## config.mk

```make
export PLATFORM = sky130hd
export DESIGN_NAME = irq_agg
export DESIGN_NICKNAME = d
export VERILOG_FILES = /design/src/rtl/irq_agg_pkg.sv /design/src/rtl/irq_agg_status.sv /design/src/rtl/irq_agg_regs.sv /design/src/rtl/irq_agg_out.sv /design/src/rtl/irq_agg.sv
export SDC_FILE = /design/constraint.sdc
export NUM_CORES = 1
export LEC_CHECK = 0
export BUFFER_PORTS_ARGS = -buffer_cell sky130_fd_sc_hd__buf_4
export CAP_MARGIN = 20
export CELL_PAD_IN_SITES_DETAIL_PLACEMENT = 0
export CELL_PAD_IN_SITES_GLOBAL_PLACEMENT = 1
export CORE_AREA = 2 2 99 101
export CTS_CLUSTER_DIAMETER = 50
export DETAILED_ROUTE_END_ITERATION = 10
export DIE_AREA = 0 0 101 103
export PLACE_DENSITY_LB_ADDON = 0.1
export SYNTH_ARGS = -nofsm -noshare
export SYNTH_HDL_FRONTEND = slang
export SYNTH_SLANG_ARGS = --single-unit
```

## constraint.sdc

```tcl
create_clock -name clk -period 1.6 [get_ports clk]
set_input_delay 0.08 -clock clk [delete_from_list [all_inputs] [get_ports clk]]
set_output_delay 0.08 -clock clk [all_outputs]
set_load 0.01 [all_outputs]
```

## src/rtl/irq_agg_pkg.sv

```systemverilog
package irq_agg_pkg;

  localparam int ADDR_W = 12;

  localparam logic [ADDR_W-1:0] OFS_VER = 12'h000;
  localparam logic [ADDR_W-1:0] OFS_CFG = 12'h004;
  localparam logic [ADDR_W-1:0] OFS_STS = 12'h200;
  localparam logic [ADDR_W-1:0] OFS_MSK = 12'h204;
  localparam logic [ADDR_W-1:0] OFS_CLR = 12'h208;
  localparam logic [ADDR_W-1:0] OFS_CEN = 12'h210;

  localparam int CFG_EN_BIT    = 0;
  localparam int CFG_PULSE_BIT = 1;

  function automatic logic [31:0] pack_ver(input logic [7:0] maj,
                                           input logic [7:0] mnr,
                                           input logic [15:0] stp);
    return {maj, mnr, stp};
  endfunction

endpackage

```

## src/rtl/irq_agg_status.sv

```systemverilog
module irq_agg_status #(
  parameter int N_EVT = 17
) (
  input  logic             clk,
  input  logic             rst,
  input  logic [N_EVT-1:0] evt_i,
  input  logic [N_EVT-1:0] clr_i,
  output logic [N_EVT-1:0] sts_o
);

  logic [N_EVT-1:0] sts_q;

  for (genvar g = 0; g < N_EVT; g++) begin : g_bit
    always_ff @(posedge clk) begin
      if (rst) sts_q[g] <= 1'b0;
      else     sts_q[g] <= evt_i[g] | (sts_q[g] & ~clr_i[g]);
    end

    // a new event wins over a simultaneous clear
    p_evt_sets_r5: assert property (@(posedge clk) disable iff (rst)
      evt_i[g] |=> sts_q[g]);

    // a clear without a new event empties the bit
    p_clear_r4: assert property (@(posedge clk) disable iff (rst)
      (clr_i[g] && !evt_i[g]) |=> !sts_q[g]);

    // the bit stays set until it is cleared
    p_sticky_r3: assert property (@(posedge clk) disable iff (rst)
      (sts_q[g] && !clr_i[g]) |=> sts_q[g]);
  end

  assign sts_o = sts_q;

endmodule

```

## src/rtl/irq_agg_regs.sv

```systemverilog
module irq_agg_regs
  import irq_agg_pkg::*;
#(
  parameter int          N_EVT   = 17,
  parameter logic [31:0] VERSION = 32'h0
) (
  input  logic              clk,
  input  logic              rst,
  input  logic              wr_en_i,
  input  logic              rd_en_i,
  input  logic [ADDR_W-1:0] addr_i,
  input  logic [31:0]       wr_data_i,
  input  logic [N_EVT-1:0]  sts_i,
  output logic [N_EVT-1:0]  mask_o,
  output logic [N_EVT-1:0]  cen_o,
  output logic              en_o,
  output logic              pulse_o,
  output logic [N_EVT-1:0]  clr_o,
  output logic [31:0]       rd_data_o
);

  logic [N_EVT-1:0] mask_q;
  logic [N_EVT-1:0] cen_q;
  logic [1:0]       cfg_q;
  logic [31:0]      rd_q;
  logic [31:0]      rd_mux;
  logic             wr_msk, wr_cen, wr_cfg, wr_clr;
  logic             unused_wbits;

  assign unused_wbits = ^wr_data_i;

  assign wr_cfg = wr_en_i && (addr_i == OFS_CFG);
  assign wr_msk = wr_en_i && (addr_i == OFS_MSK);
  assign wr_cen = wr_en_i && (addr_i == OFS_CEN);
  assign wr_clr = wr_en_i && (addr_i == OFS_CLR);

  always_ff @(posedge clk) begin
    if (rst) begin
      mask_q <= '0;
      cen_q  <= '0;
      cfg_q  <= '0;
    end else begin
      if (wr_msk) mask_q <= wr_data_i[N_EVT-1:0];
      if (wr_cen) cen_q  <= wr_data_i[N_EVT-1:0];
      if (wr_cfg) cfg_q  <= wr_data_i[1:0];
    end
  end

  always_comb begin
    rd_mux = 32'h0;
    case (addr_i)
      OFS_VER: rd_mux = VERSION;
      OFS_CFG: rd_mux = {30'h0, cfg_q};
      OFS_STS: rd_mux = 32'(sts_i);
      OFS_MSK: rd_mux = 32'(mask_q);
      OFS_CEN: rd_mux = 32'(cen_q);
      default: rd_mux = 32'h0;
    endcase
  end

  always_ff @(posedge clk) begin
    if (rst)          rd_q <= 32'h0;
    else if (rd_en_i) rd_q <= rd_mux;
  end

  assign clr_o     = wr_clr ? wr_data_i[N_EVT-1:0] : '0;
  assign mask_o    = mask_q;
  assign cen_o     = cen_q;
  assign en_o      = cfg_q[CFG_EN_BIT];
  assign pulse_o   = cfg_q[CFG_PULSE_BIT];
  assign rd_data_o = rd_q;

  // the mask changes only through its own offset
  p_mask_hold_r6: assert property (@(posedge clk) disable iff (rst)
    !wr_msk |=> $stable(mask_q));

  // read data holds without a read strobe
  p_rd_hold_r10: assert property (@(posedge clk) disable iff (rst)
    !rd_en_i |=> $stable(rd_q));

  // the identification word is what the port returns
  p_ver_r2: assert property (@(posedge clk) disable iff (rst)
    (rd_en_i && addr_i == OFS_VER) |=> (rd_q == VERSION));

endmodule

```

## src/rtl/irq_agg_out.sv

```systemverilog
module irq_agg_out #(
  parameter int N_EVT = 17
) (
  input  logic             clk,
  input  logic             rst,
  input  logic             en_i,
  input  logic             pulse_i,
  input  logic [N_EVT-1:0] sts_i,
  input  logic [N_EVT-1:0] mask_i,
  input  logic [N_EVT-1:0] cen_i,
  output logic             irq_o
);

  logic any_w;
  logic gated_w;
  logic gated_d;
  logic irq_q;

  assign any_w   = |(sts_i & mask_i & cen_i);
  assign gated_w = en_i & any_w;

  always_ff @(posedge clk) begin
    if (rst) begin
      gated_d <= 1'b0;
      irq_q   <= 1'b0;
    end else begin
      gated_d <= gated_w;
      irq_q   <= pulse_i ? (gated_w & ~gated_d) : gated_w;
    end
  end

  assign irq_o = irq_q;

  // disabled output stays low
  p_off_low_r9: assert property (@(posedge clk) disable iff (rst)
    !en_i |=> !irq_q);

  // level mode follows the pending condition
  p_level_r7: assert property (@(posedge clk) disable iff (rst)
    (!pulse_i && en_i && any_w) |=> irq_q);

  // pulse mode never holds for two cycles
  p_pulse_one_r8: assert property (@(posedge clk) disable iff (rst)
    (pulse_i && irq_q) |=> !irq_q);

  // nothing passes without a gated source
  p_gate_r6: assert property (@(posedge clk) disable iff (rst)
    !any_w |=> !irq_q);

endmodule

```

## src/rtl/irq_agg.sv

```systemverilog
module irq_agg
  import irq_agg_pkg::*;
#(
  parameter int          N_EVT     = 17,
  parameter logic [7:0]  VER_MAJOR = 8'h01,
  parameter logic [7:0]  VER_MINOR = 8'h05,
  parameter logic [15:0] VER_STEP  = 16'h0001
) (
  input  logic              clk,
  input  logic              rst,
  input  logic [N_EVT-1:0]  evt_i,
  input  logic              wr_en_i,
  input  logic              rd_en_i,
  input  logic [ADDR_W-1:0] addr_i,
  input  logic [31:0]       wr_data_i,
  output logic [31:0]       rd_data_o,
  output logic              irq_o
);

  localparam logic [31:0] VERSION = pack_ver(VER_MAJOR, VER_MINOR, VER_STEP);

  logic [N_EVT-1:0] sts_w, mask_w, cen_w, clr_w;
  logic             en_w, pulse_w;

  irq_agg_status #(.N_EVT(N_EVT)) status_i (
    .clk   (clk),
    .rst   (rst),
    .evt_i (evt_i),
    .clr_i (clr_w),
    .sts_o (sts_w)
  );

  irq_agg_regs #(.N_EVT(N_EVT), .VERSION(VERSION)) regs_i (
    .clk       (clk),
    .rst       (rst),
    .wr_en_i   (wr_en_i),
    .rd_en_i   (rd_en_i),
    .addr_i    (addr_i),
    .wr_data_i (wr_data_i),
    .sts_i     (sts_w),
    .mask_o    (mask_w),
    .cen_o     (cen_w),
    .en_o      (en_w),
    .pulse_o   (pulse_w),
    .clr_o     (clr_w),
    .rd_data_o (rd_data_o)
  );

  irq_agg_out #(.N_EVT(N_EVT)) out_i (
    .clk     (clk),
    .rst     (rst),
    .en_i    (en_w),
    .pulse_i (pulse_w),
    .sts_i   (sts_w),
    .mask_i  (mask_w),
    .cen_i   (cen_w),
    .irq_o   (irq_o)
  );

endmodule

```

---- Word level (Yosys, flattened, before mapping) ----
Index checks and enable logic that the tools add are counted.
word-level totals
  register bits after elaboration ......... 87
  bits in latches ......................... 0
  memory bits (writable) .................. 0
  bits in read-only memories .............. 0
  input port bits ......................... 65
  output and inout bits ................... 33
  word-level logic and storage cells ...... 93
  memories ................................ 0
cells by class
  add/sub/neg operators ................... 0
  $mul .................................... 0
  divide/modulo/power cells ............... 0
  $lt $le $gt $ge ......................... 0
  equal/unequal tests ..................... 5
  shift-type cells ........................ 0
  muxes and demuxes ....................... 3
  bitwise operators ....................... 56
  reductions and logical operators ........ 6
operators with widths
  operator                number
  $pmux W25 S5            1
  $eq A12 B10 Y1 const B  4
  $and A17 B17 Y17        2
  $and A1 B1 Y1           19
  $not A1 Y1              18
  $mux W17                1
  $or A1 B1 Y1            17
  $reduce_or A17 Y1       1
  $eq A12 B3 Y1 const B   1
  $logic_not A12 Y1       1
  $logic_and A1 B1 Y1     4
  $mux W1                 1

---- Logic depth before layout (Yosys ltp) ----
  depth after elaboration ................. 6
  depth in mapped cells ................... 7
  mapped depth without buffers ............ 4

---- Modules after synthesis ----
Synthesis repeated with hierarchy kept, for this count alone.
second synthesis, totals
  cells, all modules ...................... 402
  area total of the unflattened synthesis .. 3,494.6 um2
modules (own cells, without submodules)
  module          instances  cells an instance  area an instance (um2)  sequential area each (um2)
  irq_agg_regs    1          305                2,645.0                 1,081.0
  irq_agg_status  1          70                 664.4                   340.3
  irq_agg_out     1          27                 185.2                   40.0

---- Least setup slack after synthesis ----
OpenSTA, ideal clock, no wires.
  path kind ............................... input-to-reg
  from .................................... in addr_i[4]
  to ...................................... reg status_i.sts_q[14], in the netlist status_i.sts_o[14]
  arrival time ............................ 1,206 ps
  required time ........................... 1,467 ps
  setup slack ............................. 261 ps
  cell stages on the path ................. 6
  cell sequence ........................... buf_2 -> nor4_2 -> and4_1 -> buf_2 -> buf_2 -> a311oi_1
between the ends
  word-level cells in the longest chain between the ends .. 6
ends and longest elaborated chain
  element                        RTL line              source
  start, declared                irq_agg.sv:14         input logic [ADDR_W-1:0] addr_i,
  $eq A12 B10 Y1                 irq_agg_regs.sv:35    assign wr_clr = wr_en_i && (addr_i == OFS_CLR);
  $logic_and A1 B1 Y1            irq_agg_regs.sv:35
  $mux W17                       irq_agg_regs.sv:66    assign clr_o = wr_clr ? wr_data_i[N_EVT-1:0] : '0;
  $not A1 Y1                     irq_agg_status.sv:16  else sts_q[g] <= evt_i[g] | (sts_q[g] & ~clr_i[g]);
  $and A1 B1 Y1                  irq_agg_status.sv:16
  $or A1 B1 Y1                   irq_agg_status.sv:16
  end signal, assigned by index  irq_agg_status.sv:16
  end, declared                  irq_agg_status.sv:11  logic [N_EVT-1:0] sts_q;
No other way between the ends.
A chain may end at the register's enable or synchronous reset.

---- Worst setup path after layout ----
  from .................................... reg regs_i.cen_q[7], in the netlist regs_i.cen_o[7]
  to ...................................... reg out_i.irq_q, in the netlist out_i.irq_o
between the ends
  word-level cells in the longest chain between the ends .. 5
ends and longest elaborated chain
  element                 RTL line            source
  start, declared         irq_agg_regs.sv:23  logic [N_EVT-1:0] cen_q;
  start signal, assigned  irq_agg_regs.sv:44  if (wr_cen) cen_q <= wr_data_i[N_EVT-1:0];
  $and A17 B17 Y17 (*)    irq_agg_out.sv:19   assign any_w = |(sts_i & mask_i & cen_i);
  $reduce_or A17 Y1 (*)   irq_agg_out.sv:19
  $and A1 B1 Y1 (*)       irq_agg_out.sv:20   assign gated_w = en_i & any_w;
  $and A1 B1 Y1           irq_agg_out.sv:28   irq_q <= pulse_i ? (gated_w & ~gated_d) : gated_w;
  $mux W1 (*)             irq_agg_out.sv:28
  end signal, assigned    irq_agg_out.sv:28
  end, declared           irq_agg_out.sv:17   logic irq_q;
Every way passes the cells marked *; elsewhere a longest branch is shown, timed or not.

==> qor.csv <==
stage,metric,value,unit
global_route,vias in the first global route,2770,
sta,Period minus WS final,1.232,ns
setup_path,startpoint types,register,
cells_and_area,share of layout cells above drive strength 1,30.21,%
global_route,"Remaining Overflow, GRT",0,
cells_and_area,antenna cells,0,
cells_and_area,highest-count cells in the layout ignoring fill and taps,"81 x buf_4, 73 x dfxtp_1, 54 x nor2_1",
setup_path,crit path buf inv count,0,
drt,1st-iter DRT viols,139,
pwr,leakage power,2.233,nW
drt,DRT Pass-1 Iters,4,
synth,top_reg_cell synth,dfxtp_1,
floorplanning,die span in y,103,um
placed_design,RePlAce Congestion,0.8179,
cells_and_area,P&R area growth vs syn,31.09,%
pwr,"Power, Total",3.864,mW
pwr,worst vdd ir,0.4875,mV
cts,TritonCTS clock tree,yes,
sta,period utilisation layout,77.00,%
sta,worst-margin pin slew,0.6333,ns
global_route,largest net degree at the start of global routing,58,
cells_and_area,fillers,930,
placed_design,number of port buffers,69,
cts,clock sinks,73,
cts,post-CTS setup buffers,0,
cells_and_area,nets,540,
cts,Clock Path Buffers,2,
cells_and_area,multi-input combinational cell area,1832,um2
setup_path,"Req. time, crit path",1.80,ns
synth,Cell variety after synth,40,
cts,clock root cell,clkbuf_8,
global_route,Tot GR Track Use,18.42,%
setup_path,Crit-path slowest cell,a311oi_1,
synth,Mapped Cells,379,
synth,"Cell Area, Synth",3537,um2
cells_and_area,"commonest non-fill, non-tap cell in the layout",buf_4,
sta,Final setup viols,0,
floorplanning,die width,101,um
sta,final setup margin,0.3679,ns
status,status,"finished, final reports clean",
synth,#FFs+latches synth,73,
cts,Clock H-tree levels,3,
synth,"Avg Cell Area, Syn",9.333,um2
synth,Post-synth ARST share,0,%
drt,remaining antenna violation count after routing,0,
drt,DR DRC count,0,
drt,DR WL/cell,15.65,um
sta,Rel. slew slack,57.78,%
cts,Worst-path clk slew,0.08,ns
sta,TNS Setup,0,ns
setup_path,cell family with most CP delay,compound AO/OA/AOI/OAI gates,
cts,total CTS buffers,9,
pwr,Power per Cell Area,833.4,nW/um2
cts,worst-skew pair later-pin latency,0.34,ns
placed_design,Inst Count DP,554,
floorplanning,core area,9459,um2
setup_path,Max stage delay on crit path,0.38,ns
placed_design,DP Area,4168,um2
min_path,Hold Path Class,in2reg,
cells_and_area,Sequential Area,1461,um2
drt,Routed WL,9295,um
setup_path,CP Class,reg2reg,
sta,worst clock skew,0.01135,ns
synth,Post-synth EDFFs,0,
floorplanning,I/O pin cnt,98,
synth,YS warnings,0,
drt,via count,2975,
floorplanning,die area,10400,um2
sta,Max Clock Freq,0.8116,GHz
setup_path,critical path capture point type,register,
floorplanning,Rows,36,
placed_design,Detailed Place HPWL,6209,um
cells_and_area,post-route cell area,4637,um2
sta,final number of hold-violating endpoints,0,
cells_and_area,Post-Layout Cell Count,594,
global_route,first-pass GRT wire length,14680,um
global_route,initial antenna violation count,0,
drt,vias per inst,5.008,
placed_design,Setup WS pre-CTS,0.07350,ns
setup_path,worst path arrival time,1.43,ns
setup_path,critical-path maximum fanout,3,
sta,RSZ-0062 raised after global routing,false,
setup_path,CP cell instances,nand3_1 > nand4_1 > a311oi_1 > a221oi_1,
job,Max-Cap Viols,0,
floorplanning,Initial Utilization,37.39,%
sta,"Slew Viols, Final",0,
synth,"Seq/Total Area, Yosys",41.32,%
[sequential cells by signal, indices dropped and copies added, names as in the netlist]
name	flops
out_i.irq_o	1
regs_i.rd_data_o	18
regs_i.mask_o	17
out_i.gated_d	1
regs_i.cfg_q	2
status_i.sts_o	17
regs_i.cen_o	17
[what timing repair did]
action	4_1_cts	5_1_grt
hold endpoints to repair	35	3
endpoints found under the setup margin	0	0
hold buffers	21	3
resized for setup	0	0
[worst reg2reg max path, cell delays in order, from the launching register on]
cell and delay [ns]:
dfxtp_1 0.34, nand3_1 0.10, nand4_1 0.14, a311oi_1 0.38, a221oi_1 0.13
[path summary, 6_finish.rpt]
kind         slack [ns]             from  depth (start not counted)                 end
max                0.37  regs_i.cen_o[7]                          4         out_i.irq_o
min                0.02        evt_i[15]                          3  status_i.sts_o[15]
max reg2reg        0.37  regs_i.cen_o[7]                          4         out_i.irq_o
min reg2reg        0.45    out_i.gated_d                          1         out_i.irq_o
[where the power goes]
| group | leakage [nW] | switching [mW] | internal, mW |
|---|---|---|---|
| logic | 1.52 | 0.169 | 0.184 |
| registers | 0.593 | 0.0240 | 1.85 |
| clock network | 0.115 | 0.682 | 0.959 |
| total | 2.23 | 0.875 | 2.99 |
[per-stage QoR]
step / utilization [%] / hold WS, ns
3_3_place_gp: 44.06 / 0.2952
2_1_floorplan: - / 0.1887
5_1_grt: 49.02 / 0.001458
6_report: 49.02 / 0.01609
3_5_place_dp: 44.06 / 0.2985
4_1_cts: 48.70 / 0.004794
[synthesized netlist by cell type, drive strengths merged (3+ instances only)]
cell type | count | area, um2
a311oi | 18 | 157.7
a32oi | 3 | 26.28
and2 | 3 | 18.77
buf | 26 | 191.4
clkbuf | 9 | 33.78
dfxtp | 73 | 1461
inv | 17 | 63.81
mux2 | 15 | 168.9
mux2i | 37 | 370.4
nand2 | 19 | 71.32
nand2b | 5 | 31.28
nand3 | 59 | 395.4
nand4 | 7 | 43.79
nor2 | 54 | 202.7
nor3 | 8 | 56.31
nor4 | 3 | 31.28
nor4b | 3 | 47.54
o21ai | 3 | 15.01
or3 | 3 | 28.78
[cell families after synthesis]
logic type / share of synthesized area (%)
AND/OR/NAND/NOR: 27.84
flip-flops: 41.32
multiplexers: 15.25
buffers and inverters: 8.171
AO/OA/AOI/OAI: 7.323
other: 0.1060
[metal layers]
layer | track usage (%) | vias to the layer above | routed length (um)
li1 | - | 1512 | -
met1 | 24.42 | 1394 | 4456
met2 | 30.92 | 64 | 4389
met3 | 4.000 | 5 | 384
met4 | 4.158 | 0 | 65
met5 | 0 | - | 0
[cell type report]
cell class	instances	area share [%]
Sequential cell	73	31.52
Tap cell	114	3.076
Clock inverter	5	1.673
Timing Repair Buffer	108	19.59
Clock buffer	11	3.265
Multi-Input combinational cell	266	39.50
Inverter	17	1.376
Note: power is estimated with default switching activity, not from simulation.
